--- config.mk ---
export PLATFORM = sky130hd
export DESIGN_NAME = dspi_reg_master
export DESIGN_NICKNAME = d
export VERILOG_FILES = /design/src/rtl/dspi_pkg.sv /design/src/rtl/dspi_halfbit_timer.sv /design/src/rtl/dspi_frame_engine.sv /design/src/rtl/dspi_reg_master.sv
export SDC_FILE = /design/constraint.sdc
export NUM_CORES = 1
export LEC_CHECK = 0
export BUFFER_PORTS_ARGS = -buffer_cell sky130_fd_sc_hd__buf_2
export CORE_ASPECT_RATIO = 1.2
export CORE_MARGIN = 1
export CORE_UTILIZATION = 30
export CTS_CLUSTER_DIAMETER = 80
export DETAILED_ROUTE_END_ITERATION = 6
export SLEW_MARGIN = 20
export SYNTH_ARGS = -nofsm -noshare
export SYNTH_HDL_FRONTEND = slang
export SYNTH_SLANG_ARGS = --single-unit
--- constraint.sdc ---
create_clock -name clk -period 1.5 [get_ports clk]
set_input_delay 0.15 -clock clk [delete_from_list [all_inputs] [get_ports clk]]
set_output_delay 0.15 -clock clk [all_outputs]
set_load 0.05 [all_outputs]
--- src/rtl/dspi_pkg.sv ---
// Shared definitions for the display register serial master.
// Assumes an 8-bit frame header whose low two bits encode the operation.
package dspi_pkg;

    localparam int HDR_W = 8;

    typedef enum logic [1:0] {
        OP_IDX_WR  = 2'd0,
        OP_STAT_RD = 2'd1,
        OP_DAT_WR  = 2'd2,
        OP_DAT_RD  = 2'd3
    } dspi_op_e;

    // Header byte: device identifier with the operation code merged in.
    function automatic logic [HDR_W-1:0] make_hdr(input logic [HDR_W-1:0] id,
                                                  input dspi_op_e op);
        return id | {{(HDR_W-2){1'b0}}, op};
    endfunction

endpackage

--- src/rtl/dspi_halfbit_timer.sv ---
// Half-bit timer: while run is high, pulses tick once every HALF_DIV
// system clocks, the first pulse HALF_DIV cycles after run rises.
// Assumes HALF_DIV >= 2. The count restarts whenever run is low.
module dspi_halfbit_timer #(
    parameter int HALF_DIV = 4
) (
    input  logic clk,
    input  logic rst_n,
    input  logic run,
    output logic tick
);
    localparam int CW = $clog2(HALF_DIV);
    localparam logic [CW-1:0] LAST = CW'(HALF_DIV - 1);

    logic [CW-1:0] cnt;

    assign tick = run && (cnt == LAST);

    // Count system clocks within the current half period.
    always_ff @(posedge clk) begin
        if (!rst_n || !run) begin
            cnt <= '0;
        end else if (tick) begin
            cnt <= '0;
        end else begin
            cnt <= cnt + 1'b1;
        end
    end

    // the half-period counter never passes its terminal value
    a_r6_cnt_in_range: assert property (@(posedge clk) disable iff (!rst_n)
        cnt <= LAST);

endmodule

--- src/rtl/dspi_frame_engine.sv ---
// Frame engine: shifts one FB-bit frame out MSB first and collects the
// last RX_W received bits. Select falls on start, then for each bit the
// clock falls with new data, the input is sampled a half period later and
// the clock rises. Select rises a half period after the last rise, and a
// half-period gap follows before done. A new start is taken in the last
// gap cycle, so frames can run back to back.
module dspi_frame_engine #(
    parameter int FB       = 24,
    parameter int RX_W     = 16,
    parameter int HALF_DIV = 4
) (
    input  logic          clk,
    input  logic          rst_n,
    input  logic          start,
    input  logic [FB-1:0] frame,
    output logic          fr_busy,
    output logic          done,
    output logic [RX_W-1:0] rx,
    output logic          cs_n,
    output logic          sck,
    output logic          mosi,
    input  logic          miso
);
    localparam int BW = $clog2(FB);
    localparam logic [BW-1:0] LASTBIT = BW'(FB - 1);

    typedef enum logic [2:0] {F_IDLE, F_SETUP, F_LOW, F_HIGH, F_HOLD, F_GAP} fstate_e;

    fstate_e         st;
    logic [FB-1:0]   shreg;
    logic [RX_W-1:0] rxreg;
    logic [BW-1:0]   bitcnt;
    logic            tick;
    logic            accept;

    dspi_halfbit_timer #(.HALF_DIV(HALF_DIV)) u_timer (
        .clk  (clk),
        .rst_n(rst_n),
        .run  (st != F_IDLE),
        .tick (tick)
    );

    assign accept  = start && ((st == F_IDLE) || (st == F_GAP && tick));
    assign done    = (st == F_GAP) && tick;
    assign fr_busy = (st != F_IDLE);
    assign rx      = rxreg;

    // Frame state machine driving select, clock and data out.
    always_ff @(posedge clk) begin
        if (!rst_n) begin
            st     <= F_IDLE;
            cs_n   <= 1'b1;
            sck    <= 1'b1;
            mosi   <= 1'b1;
            shreg  <= '0;
            rxreg  <= '0;
            bitcnt <= '0;
        end else if (accept) begin
            st     <= F_SETUP;
            cs_n   <= 1'b0;
            shreg  <= frame;
            bitcnt <= '0;
        end else if (tick) begin
            case (st)
                F_SETUP: begin
                    sck  <= 1'b0;
                    mosi <= shreg[FB-1];
                    st   <= F_LOW;
                end
                F_LOW: begin
                    rxreg <= {rxreg[RX_W-2:0], miso};
                    sck   <= 1'b1;
                    st    <= F_HIGH;
                end
                F_HIGH: begin
                    if (bitcnt == LASTBIT) begin
                        st <= F_HOLD;
                    end else begin
                        bitcnt <= bitcnt + 1'b1;
                        shreg  <= shreg << 1;
                        sck    <= 1'b0;
                        mosi   <= shreg[FB-2];
                        st     <= F_LOW;
                    end
                end
                F_HOLD: begin
                    cs_n <= 1'b1;
                    mosi <= 1'b1;
                    st   <= F_GAP;
                end
                default: st <= F_IDLE;
            endcase
        end
    end

    // idle lines are all high
    a_r7_idle_lines_high: assert property (@(posedge clk) disable iff (!rst_n)
        (st == F_IDLE) |-> (cs_n && sck && mosi));

    // bit counter stays inside one frame
    a_r1_bitcnt_range: assert property (@(posedge clk) disable iff (!rst_n)
        bitcnt <= LASTBIT);

    // the clock can only be low inside a select pulse
    a_r5_sck_low_only_selected: assert property (@(posedge clk) disable iff (!rst_n)
        cs_n |-> sck);

    // clock edges follow half-period ticks
    a_r6_sck_fall_on_tick: assert property (@(posedge clk) disable iff (!rst_n)
        $fell(sck) |-> $past(tick));

    // select rises only while the clock is high
    a_r8_cs_rise_clock_high: assert property (@(posedge clk) disable iff (!rst_n)
        $rose(cs_n) |-> sck);

endmodule

--- src/rtl/dspi_reg_master.sv ---
// Display register serial master (top). Takes one register request at a
// time and runs two frames: a register-number frame, then a data-write or
// data-read frame. Ends with a one-cycle response strobe.
// Assumes the host holds request fields stable while req_valid is high.
module dspi_reg_master #(
    parameter logic [7:0] DEV_ID   = 8'h70,
    parameter int         HALF_DIV = 4,
    parameter int         REG_W    = 16
) (
    input  logic             clk,
    input  logic             rst_n,
    input  logic             req_valid,
    output logic             req_ready,
    input  logic             req_write,
    input  logic [REG_W-1:0] req_addr,
    input  logic [REG_W-1:0] req_wdata,
    output logic             rsp_valid,
    output logic [REG_W-1:0] rsp_rdata,
    output logic             busy,
    output logic             spi_cs_n,
    output logic             spi_sck,
    output logic             spi_mosi,
    input  logic             spi_miso
);
    import dspi_pkg::*;

    localparam int FRAME_BITS = HDR_W + REG_W;

    typedef enum logic [1:0] {S_IDLE, S_INDEX, S_DATA} sstate_e;

    sstate_e                st;
    logic                   wr_q;
    logic [REG_W-1:0]       wdata_q;
    logic [FRAME_BITS-1:0]  fr_word;
    logic                   fr_start;
    logic                   fr_done;
    logic                   fr_busy;
    logic [REG_W-1:0]       fr_rx;
    logic                   accept_req;

    assign req_ready  = (st == S_IDLE);
    assign busy       = (st != S_IDLE);
    assign accept_req = req_valid && req_ready;
    assign fr_start   = accept_req || (st == S_INDEX && fr_done);

    // Pick the frame to launch: register number from the port, else data.
    always_comb begin
        if (st == S_IDLE) begin
            fr_word = {make_hdr(DEV_ID, OP_IDX_WR), req_addr};
        end else if (wr_q) begin
            fr_word = {make_hdr(DEV_ID, OP_DAT_WR), wdata_q};
        end else begin
            fr_word = {make_hdr(DEV_ID, OP_DAT_RD), {REG_W{1'b0}}};
        end
    end

    dspi_frame_engine #(
        .FB      (FRAME_BITS),
        .RX_W    (REG_W),
        .HALF_DIV(HALF_DIV)
    ) u_engine (
        .clk    (clk),
        .rst_n  (rst_n),
        .start  (fr_start),
        .frame  (fr_word),
        .fr_busy(fr_busy),
        .done   (fr_done),
        .rx     (fr_rx),
        .cs_n   (spi_cs_n),
        .sck    (spi_sck),
        .mosi   (spi_mosi),
        .miso   (spi_miso)
    );

    // Access sequencer: register-number frame, data frame, response.
    always_ff @(posedge clk) begin
        if (!rst_n) begin
            st        <= S_IDLE;
            wr_q      <= 1'b0;
            wdata_q   <= '0;
            rsp_valid <= 1'b0;
            rsp_rdata <= '0;
        end else begin
            rsp_valid <= 1'b0;
            case (st)
                S_IDLE: begin
                    if (accept_req) begin
                        wr_q    <= req_write;
                        wdata_q <= req_wdata;
                        st      <= S_INDEX;
                    end
                end
                S_INDEX: begin
                    if (fr_done) st <= S_DATA;
                end
                default: begin
                    if (fr_done) begin
                        rsp_valid <= 1'b1;
                        rsp_rdata <= wr_q ? '0 : fr_rx;
                        st        <= S_IDLE;
                    end
                end
            endcase
        end
    end

    // the response strobe lasts one cycle
    a_r4_rsp_single_cycle: assert property (@(posedge clk) disable iff (!rst_n)
        rsp_valid |=> !rsp_valid);

    // the serial engine never runs outside a busy access
    a_r9_frames_within_busy: assert property (@(posedge clk) disable iff (!rst_n)
        fr_busy |-> busy);

    // the data frame opens right after the register-number frame
    a_r3_data_follows_index: assert property (@(posedge clk) disable iff (!rst_n)
        (st == S_INDEX && fr_done) |=> (fr_busy && !spi_cs_n));

    // a write response has zero data
    a_r10_write_rsp_zero: assert property (@(posedge clk) disable iff (!rst_n)
        (st == S_DATA && fr_done && wr_q) |=> (rsp_rdata == '0));

endmodule

==> impl_metrics.toml, run 1 <==
[run_status]
status = "finished, violations left"
violations = "negative setup slack"

[clock_network]
cts_tree = "built"
cts_max_level = 3
cts-root-buf = "clkbuf_16"
clk_latency_ps = 350
clk_pin_slew_worst_paths_ps = 70
cts_buffer_depth = 2
cts_inserted_buffers = 9
cts.sink_count = 89

[global_route]
grt_pass1_wl_um = 14700
overflow = 0
track_usage_pct = 14.31
grt_pass1_vias = 3241
antenna_found_initial = 0
grt_start_max_net_pins = 43

[synthesis]
yosys_warnings = 0
syn_area_per_cell_um2 = 9.261
synth_nets = 440
yosys.area.top_type = "dfxtp_1"
ys.flop_type = "dfxtp_1"
synth_top_area_share_pct = 47.98
synth_seq_area_share_pct = 47.98
syn-cell-area_um2 = 3714
synth_cell_type_count = 55
synth_edf_count = 0
syn_inst = 401
yosys-top-cells-area = "dfxtp_1 (48%), nand2_1 (8.8%), a21oi_1 (5.9%)"
synthArstFlopShare_pct = 0
ys_seq_elements = 89

[route]
via_count = 3291
avgViaCountPerCell = 4.971
drc = 0
drt_iter0_drc = 91
drt.antenna.violating_nets = 0
totalWireLength_um = 9317
first_pass_iters = 4
wl_per_cell_um = 14.07

[placed_design]
place_ws_ps = -504.7
dpl-instance-area_um2 = 4414
io_buffers = 58
dpl.hpwl_um = 5956
place.gp.congestion = 0.7865
dp.cells = 625

[sta]
hold_viol = 0
relSlewSlack_pct = 82.81
fmaxAchievable_mhz = 625.2
setup_ws_ps = -99.53
min_period_over_period_pct = 106.6
tightest_slew_ps = 258.6
rsz0062_at_grt = "true"
fin_worst_skew_ps = 8.381
slew_viol_final = 0
finalSetupViolations = 39
period_needed_ps = 1600

[cells_and_area]
stdcell_area_um2 = 5174
nFillCells = 1154
area_growth_pct = 39.32
drive_above_1_share_pct = 38.52
diodes = 0
finalCoreUtilization_pct = 42.91
nets = 535
finalNonFillerCells = 662

[floorplan]
num_io_pins = 59
die_y_um = 123.9
die_x_um = 103.6
core_um2 = 12060
die-area_um2 = 12830
num_rows = 44
initial_core_util_pct = 30.80

[worst_setup_path]
criticalPathCategory = "reg2reg"
crit_chain = "ha_4 -> buf_8 -> and4b_4 -> nand2_4 -> buf_6 -> mux2i_1 -> a221oi_1"
path_depth = 7
worst-path-max-fanout = 6
end_kind = "flop"
crit_path_end = "u_engine.shreg[4]$_SDFFE_PN0P_"
worst_r2r_startpoint = "u_engine.u_timer.cnt[0]$_SDFF_PP0_"
rrSetupSlack_ps = -100
timing.rr.end = "u_engine.shreg[4]$_SDFFE_PN0P_"
crit_family = "flip-flops"
worst-path-buf-inv = 2
startpoint_type = "flop"
cp_slowest_stage_delay_ps = 350
cp.arrival_ps = 1850
required_ps = 1750
crit_start = "u_engine.u_timer.cnt[0]$_SDFF_PP0_"
reg2reg_depth = 7
cp_slowest_cell = "dfxtp_2"

[power]
power.total_mw = 5.371
leakagePower_nw = 2.194
power_density_nw_per_um2 = 1038
ir_drop_mv = 0.4970

[flow_run]
drv_cap = 0

[min_path]
hp-class = "in2reg"
==> Yosys cell counts (2+ instances only) <==
cell / count
mux2i_1: 15
nor2_1: 11
nor2b_1: 2
a211oi_1: 16
a32oi_1: 2
a31oi_1: 4
buf_2: 12
a21oi_1: 44
xnor2_1: 2
inv_1: 2
buf_4: 2
dfxtp_1: 89
nand2b_1: 2
a221oi_2: 6
o21ai_0: 3
ha_1: 2
a221oi_1: 9
nand2_1: 87
a22o_1: 16
nor2_2: 2
clkbuf_1: 12
o211ai_1: 2
buf_6: 3
nand2_4: 2
and4b_1: 2
nand3_1: 3
xor2_1: 4
o221a_2: 2
nand4b_1: 2
and3_1: 16
==> worst min path at each step <==
stage | endpoint | depth (start not counted) | startpoint
2_1_floorplan | u_engine.cs_n$_SDFFE_PN1P_ | 1 | rst_n
3_3_place_gp | wdata_q[6]$_SDFFE_PN0P_ | 3 | req_wdata[6]
3_5_place_dp | wdata_q[6]$_SDFFE_PN0P_ | 3 | req_wdata[6]
4_1_cts | wdata_q[15]$_SDFFE_PN0P_ | 3 | req_wdata[15]
5_1_grt | wdata_q[14]$_SDFFE_PN0P_ | 3 | req_wdata[14]
6_report | wdata_q[15]$_SDFFE_PN0P_ | 3 | req_wdata[15]
==> layer usage <==
| metal | vias up | wire [µm] | global-route usage (%) |
|---|---|---|---|
| met3 | 11 | 251 | 2.721 |
| met2 | 59 | 4806 | 26.30 |
| met1 | 1571 | 4135 | 16.34 |
| li1 | 1650 | - | - |
| met5 | - | 0 | 0 |
| met4 | 0 | 123 | 6.069 |
==> worst reg2reg max path, stage by stage (launching register included) <==
cell and delay [ps]:
dfxtp_2 350, ha_4 140, buf_8 110, and4b_4 250
nand2_4 100, buf_6 160, mux2i_1 120, a221oi_1 290
==> per-stage QoR <==
step | TNS [ps] | hold slack, ps
finish | -1396 | 33.48
global route | -4932 | 43.05
CTS | -1021 | 28.29
detailed placement | -12160 | 396.1
global placement | -10600 | 389.5
floorplan | -110.9 | 226.2
==> power by group <==
part / total [mW] / leakage (nW) / switching (mW) / internal, mW
sequential: 2.50 / 0.726 / 0.0466 / 2.45
combinational: 0.650 / 1.33 / 0.361 / 0.289
clock: 2.22 / 0.139 / 1.05 / 1.17
==> registers in the layout (all words and copies together), names as in the netlist, 2 cells and up <==
| name | flops |
|---|---|
| u_engine.shreg | 24 |
| rsp_rdata | 16 |
| u_engine.rx | 16 |
| wdata_q | 16 |
| u_engine.bitcnt | 5 |
| u_engine.st | 3 |
| st | 2 |
| u_engine.u_timer.cnt | 2 |
==> repair_timing <==
action,4_1_cts,5_1_grt
pin swaps,26,24
resized for setup,28,46
cloned,1,4
endpoints found under the hold margin,0,0
setup buffers,7,12
endpoints found under the setup margin,68,81
hold buffers,0,0
==> cells in the final DEF, fill, tap and decap left out, types with 3 or more instances in the layout <==
cell       Yosys  layout
nand2_2        0       4
buf_12         0       7
nor2_4         0       3
nand2_4        2       4
a31oi_1        4       4
buf_4          2      30
a21oi_2        0      13
and3_1        16      15
a21oi_1       44      31
a221oi_1       9       8
clkbuf_16      0       9
a211oi_1      16       8
nand3_1        3       3
a22o_1        16      16
xor2_1         4       4
buf_6          3      16
buf_2         12      56
a221oi_2       6       7
dfxtp_2        0       4
dfxtp_1       89      85
mux2i_1       15      15
nand2_1       87      81
a211oi_2       0       8
nor2_1        11       9
==> layout make-up <==
type / count / area, µm² / area share [%]
sequential: 89 / 1787 / 34.53
clock buffer: 9 / 225.2 / 4.353
inverter: 4 / 17.52 / 0.3386
clock inverter: 7 / 71.32 / 1.378
timing repair buffer: 111 / 855.8 / 16.54
tap: 161 / 201.4 / 3.894
multi-input combinational: 281 / 2016 / 38.96
==> cells by family (layout without fill, tap and decap cells) <==
family / count (synthesis) / in the layout / synth area share [%]
compound gates: 113 / 113 / 22.20
mux: 15 / 15 / 4.043
flops: 89 / 89 / 47.98
xor+xnor: 6 / 6 / 1.415
simple gates: 143 / 145 / 19.14
buf+inv: 33 / 131 / 4.548
fa+ha+maj: 2 / 2 / 0.6737
Power figures use the tool's default switching activity.
==> inputs of run 2 (changes only) <==
- CAP_MARGIN: default -> 30
- CELL_PAD_IN_SITES_DETAIL_PLACEMENT: default -> 0
- CELL_PAD_IN_SITES_GLOBAL_PLACEMENT: default -> 1
- CORE_MARGIN: 1 -> 1.5
- PLACE_DENSITY_LB_ADDON: default -> 0.1
==> impl_metrics.toml, run 2 (synthesized netlist as in run 1, its figures left out) <==
[route]
avgViaCountPerCell = 4.904
drt.antenna.violating_nets = 0
via_count = 3256
wl_per_cell_um = 14.92
totalWireLength_um = 9905
drc = 0
drt_iter0_drc = 69
first_pass_iters = 4

[worst_setup_path]
cp_slowest_stage_delay_ps = 340
path_common_cell = "buf_6"
cp_slowest_cell = "dfxtp_2"
reg2reg_depth = 7
criticalPathCategory = "reg2reg"
required_ps = 1730
worst-path-buf-inv = 3
worst-path-max-fanout = 7
end_kind = "flop"
worst_r2r_startpoint = "u_engine.u_timer.cnt[0]$_SDFF_PP0_"
timing.rr.end = "u_engine.sck$_SDFFE_PN1P_"
rrSetupSlack_ps = -60
startpoint_type = "flop"
cp.arrival_ps = 1790
crit_chain = "ha_4 -> buf_6 -> nor2b_4 -> nor3b_4 -> buf_6 -> buf_4 -> o32a_1"
crit_family = "buffers and inverters"

[power]
ir_drop_mv = 0.4911
power_density_nw_per_um2 = 1040
leakagePower_nw = 2.173

[clock_network]
cts-root-buf = "clkbuf_16"
cts_buffer_depth = 2
cts.sink_count = 89
clk_latency_ps = 340
cts_tree = "built"
cts_inserted_buffers = 9
clk_pin_slew_worst_paths_ps = 70
cts_max_level = 3

[floorplan]
num_io_pins = 59
die-area_um2 = 13060
num_rows = 44
die_y_um = 124.9
initial_core_util_pct = 30.66
core_um2 = 12110
die_x_um = 104.6

[sta]
period_needed_ps = 1562
setup_ws_ps = -62.33
fmaxAchievable_mhz = 640.1
min_period_over_period_pct = 104.2
tightest_slew_ps = 477.5
hold_slack_ps = 36.94
rsz0062_at_grt = "true"
hold_viol = 0
relSlewSlack_pct = 68.17
finalSetupViolations = 30
slew_viol_final = 0
fin_worst_skew_ps = 9.702

[min_path]
min_to = "wdata_q[11]$_SDFFE_PN0P_"
hp-class = "in2reg"
hold_depth = 3
min_from = "req_wdata[11]"

[global_route]
overflow = 0
grt_pass1_vias = 3190
antenna_found_initial = 0
grt_pass1_wl_um = 16110
grt_start_max_net_pins = 39
track_usage_pct = 15.59

[cells_and_area]
largest_reg_flops = 24
layout_common_cells = "nand2_1 (83), dfxtp_1 (82), buf_2 (56)"
nets = 536
layout_commonest_cell = "nand2_1"
area_growth_pct = 40.20
largest_register = "u_engine.shreg"
drive_above_1_share_pct = 38.45

[placed_design]
io_buffers = 58
dpl.hpwl_um = 6520
place_ws_ps = -124.6
place.gp.congestion = 0.7526

[run_status]
violations = "negative setup slack"
status = "finished, violations left"

[flow_run]
drv_cap = 0
run 2: changes by cell type in the layout (fill, tap and decap cells not counted), sizes merged:
cell,before,now
inv,7,6
nand2,91,90
buf,111,112
diode,0,1
clkinv,2,3
clkbuf,9,10
run 2: stage by stage:
step           instance area [µm²]  util, %  TNS [ps]  instances  total power [mW]
6_report                      5206    42.99    -333.4        664             5.415
5_1_grt                       5204    42.96     -4628        663             5.669
4_1_cts                       4920    40.62    -744.6        649             5.424
3_5_place_dp                  4502    37.17     -3221        630             3.105
3_3_place_gp                  4502    37.17     -2132        630             3.097
2_1_floorplan                 3791        -    -110.9        401             2.908
run 2: worst max-delay path by stage:
stage               cells past startpoint                        endpoint  slack (ps)                          startpoint
finish                                  7       u_engine.sck$_SDFFE_PN1P_         -60  u_engine.u_timer.cnt[0]$_SDFF_PP0_
global route                            8     u_engine.rx[0]$_SDFFE_PN0P_        -120  u_engine.u_timer.cnt[0]$_SDFF_PP0_
CTS                                     5  u_engine.shreg[1]$_SDFFE_PN0P_         -50  u_engine.u_timer.cnt[0]$_SDFF_PP0_
detailed placement                      5  u_engine.shreg[1]$_SDFFE_PN0P_        -120  u_engine.u_timer.cnt[0]$_SDFF_PP0_
global placement                        6     u_engine.st[1]$_SDFFE_PP0P_        -110  u_engine.u_timer.cnt[0]$_SDFF_PP0_
floorplan                               7      rsp_rdata[10]$_SDFFE_PN0P_          -7  u_engine.u_timer.cnt[0]$_SDFF_PP0_
run 2: metal layers:
metal | vias up | part of all wire (%) | wire [µm] | track usage, %
met3 | 11 | 3.9 | 386 | 4.186
met1 | 1535 | 44 | 4380 | 18.77
met5 | - | 0 | 0 | 0
met4 | 0 | 1.1 | 108 | 7.353
li1 | 1652 | - | - | -
met2 | 58 | 51 | 5030 | 25.66
run 2: layout make-up:
type	instances	area [µm²]
diodes	1	2.502
clock buffers	9	225.2
clock inverters	7	73.82
fillers	1252	6905
inverters	4	17.52
multi-input cells	280	2014
flip-flops and latches	89	1790
well taps	161	201.4
repair buffers	113	880.8
run 2: report_power, final:
group	switching (mW)	total (mW)	internal (mW)
Clock	1.06	2.23	1.18
Combinational	0.371	0.676	0.305
Sequential	0.0510	2.50	2.45
Total	1.48	5.42	3.93
run 2: worst register-to-register path, delay by kind of cell, from the launching register on:
| family | cells | cell delay (ps) |
|---|---|---|
| AOI/OAI and AO/OA | 1 | 270 |
| adders and majority gates | 1 | 180 |
| buffers and inverters | 3 | 390 |
| DFF | 1 | 340 |
| and+or+nand+nor | 2 | 270 |
run 2: repair_timing:
| action | CTS | global route |
|---|---|---|
| gates cloned | 1 | 1 |
| setup buffers | 2 | 13 |
| pin swaps | 8 | 11 |
| resized for setup | 25 | 34 |
| hold buffers | 0 | 0 |
| setup endpoints to repair | 66 | 67 |
==> inputs of run 3 (changes only) <==
--- a/constraint.sdc
+++ b/constraint.sdc
@@ -3,2 +3,2 @@
 set_output_delay 0.15 -clock clk [all_outputs]
-set_load 0.05 [all_outputs]
+set_load 0.005 [all_outputs]
==> impl_metrics.toml, run 3 (synthesized netlist as in run 1, its figures left out) <==
[run_status]
status = "finished, violations left"
violations = "negative setup slack"

[sta]
hold_slack_ps = 40.58
relSlewSlack_pct = 79.01
fin_worst_skew_ps = 7.734
fmaxAchievable_mhz = 659.4
setup_ws_ps = -16.61
finalSetupViolations = 12
hold_viol = 0
tns_ps = -77.29
slew_viol_final = 0
min_period_over_period_pct = 101.1
tightest_slew_ps = 313.2
rsz0062_at_grt = "true"
period_needed_ps = 1517

[floorplan]
die_x_um = 104.6
num_io_pins = 59
initial_core_util_pct = 30.66
die_y_um = 124.9
num_rows = 44
core_um2 = 12110
die-area_um2 = 13060

[power]
power_density_nw_per_um2 = 1074
ir_drop_mv = 0.4785
leakagePower_nw = 2.131

[cells_and_area]
diodes = 0
finalNonFillerCells = 656
area_growth_pct = 36.66
largest_register = "u_engine.shreg"
nets = 529
stdcell_area_um2 = 5075
layout_commonest_cell = "nand2_1"
layout_common_cells = "nand2_1 (87), dfxtp_1 (82), buf_2 (58)"
largest_reg_flops = 24
drive_above_1_share_pct = 37.78

[placed_design]
place.gp.congestion = 0.7442
dp.cells = 633
place_ws_ps = -91.29
io_buffers = 58
dpl-instance-area_um2 = 4492
dpl.hpwl_um = 6515

[clock_network]
cts_buffer_depth = 2
cts_max_level = 3
cts_tree = "built"
clk_pin_slew_worst_paths_ps = 70
clk_latency_ps = 340
ctsHoldBuffers = 0
cts.sink_count = 89
cts-root-buf = "clkbuf_16"
cts_inserted_buffers = 9

[route]
drt.antenna.violating_nets = 0
drt_iter0_drc = 96
wl_per_cell_um = 14.69
first_pass_iters = 4
via_count = 3237
avgViaCountPerCell = 4.934
totalWireLength_um = 9634
drc = 0

[worst_setup_path]
end_kind = "flop"
criticalPathCategory = "reg2reg"
worst-path-max-fanout = 14
rrSetupSlack_ps = -20
startpoint_type = "flop"
required_ps = 1750
cp.arrival_ps = 1760

[global_route]
grt_start_max_net_pins = 44
grt_pass1_vias = 3285
track_usage_pct = 15.20
antenna_found_initial = 1
grt_pass1_wl_um = 15850
overflow = 0

[flow_run]
drv_cap = 0

[min_path]
hp-class = "in2reg"
-- run 3: cell types whose count changed in the layout (fill, tap and decap cells not counted), moves of 4 or more --
cell / previous run / this run
nand2_2: 4 / 0
nand2_1: 83 / 87
a211oi_2: 10 / 15
buf_4: 39 / 33
-- run 3: layout make-up --
class / instances / area, µm²
Clock buffer: 10 / 239.0
Clock inverter: 6 / 72.57
Fill cell: 1232 / 7037
Inverter: 4 / 15.01
Multi-Input combinational cell: 281 / 1992
Sequential cell: 89 / 1790
Tap cell: 161 / 201.4
Timing Repair Buffer: 105 / 764.5
-- run 3: metal layers --
layer	up-vias	part of all wire, %	global-route usage (%)
li1	1633	-	-
met1	1519	45	17.46
met2	65	48	26.28
met3	18	4.4	3.715
met4	2	2.3	7.190
met5	-	0.11	0
-- run 3: worst max-delay path, stage by stage (launching register included) --
cell and delay, ps:
dfxtp_2 350, ha_4 180, and4b_4 270, nand2_4 80, buf_12 170, mux2i_1 120
a221oi_1 270
-- run 3: final timing paths --
kind,startpoint,end,cells after the start
min,req_wdata[13],wdata_q[13]$_SDFFE_PN0P_,3
min reg2reg,u_engine.u_timer.cnt[0]$_SDFF_PP0_,u_engine.u_timer.cnt[0]$_SDFF_PP0_,1
max reg2reg,u_engine.u_timer.cnt[1]$_SDFF_PP0_,u_engine.shreg[7]$_SDFFE_PN0P_,6
max,u_engine.u_timer.cnt[1]$_SDFF_PP0_,u_engine.shreg[7]$_SDFFE_PN0P_,6
-- run 3: where the power goes --
group          switching (mW)  internal (mW)
Combinational           0.323          0.266
Clock                   0.995           1.36
Sequential             0.0510           2.45
Total                    1.37           4.08
-- run 3: what timing repair did --
item | in CTS | in global routing
cloned | 2 | 1
setup buffers | 2 | 2
resized for setup | 17 | 38
pin swaps | 8 | 10
endpoints found under the setup margin | 63 | 63
-- run 3: per-stage QoR --
step           power, mW  utilization (%)
3_3_place_gp       3.063            37.09
2_1_floorplan      2.878                -
6_report           5.450            41.90
4_1_cts            5.484            40.45
5_1_grt            5.690            41.90
3_5_place_dp       3.067            37.09
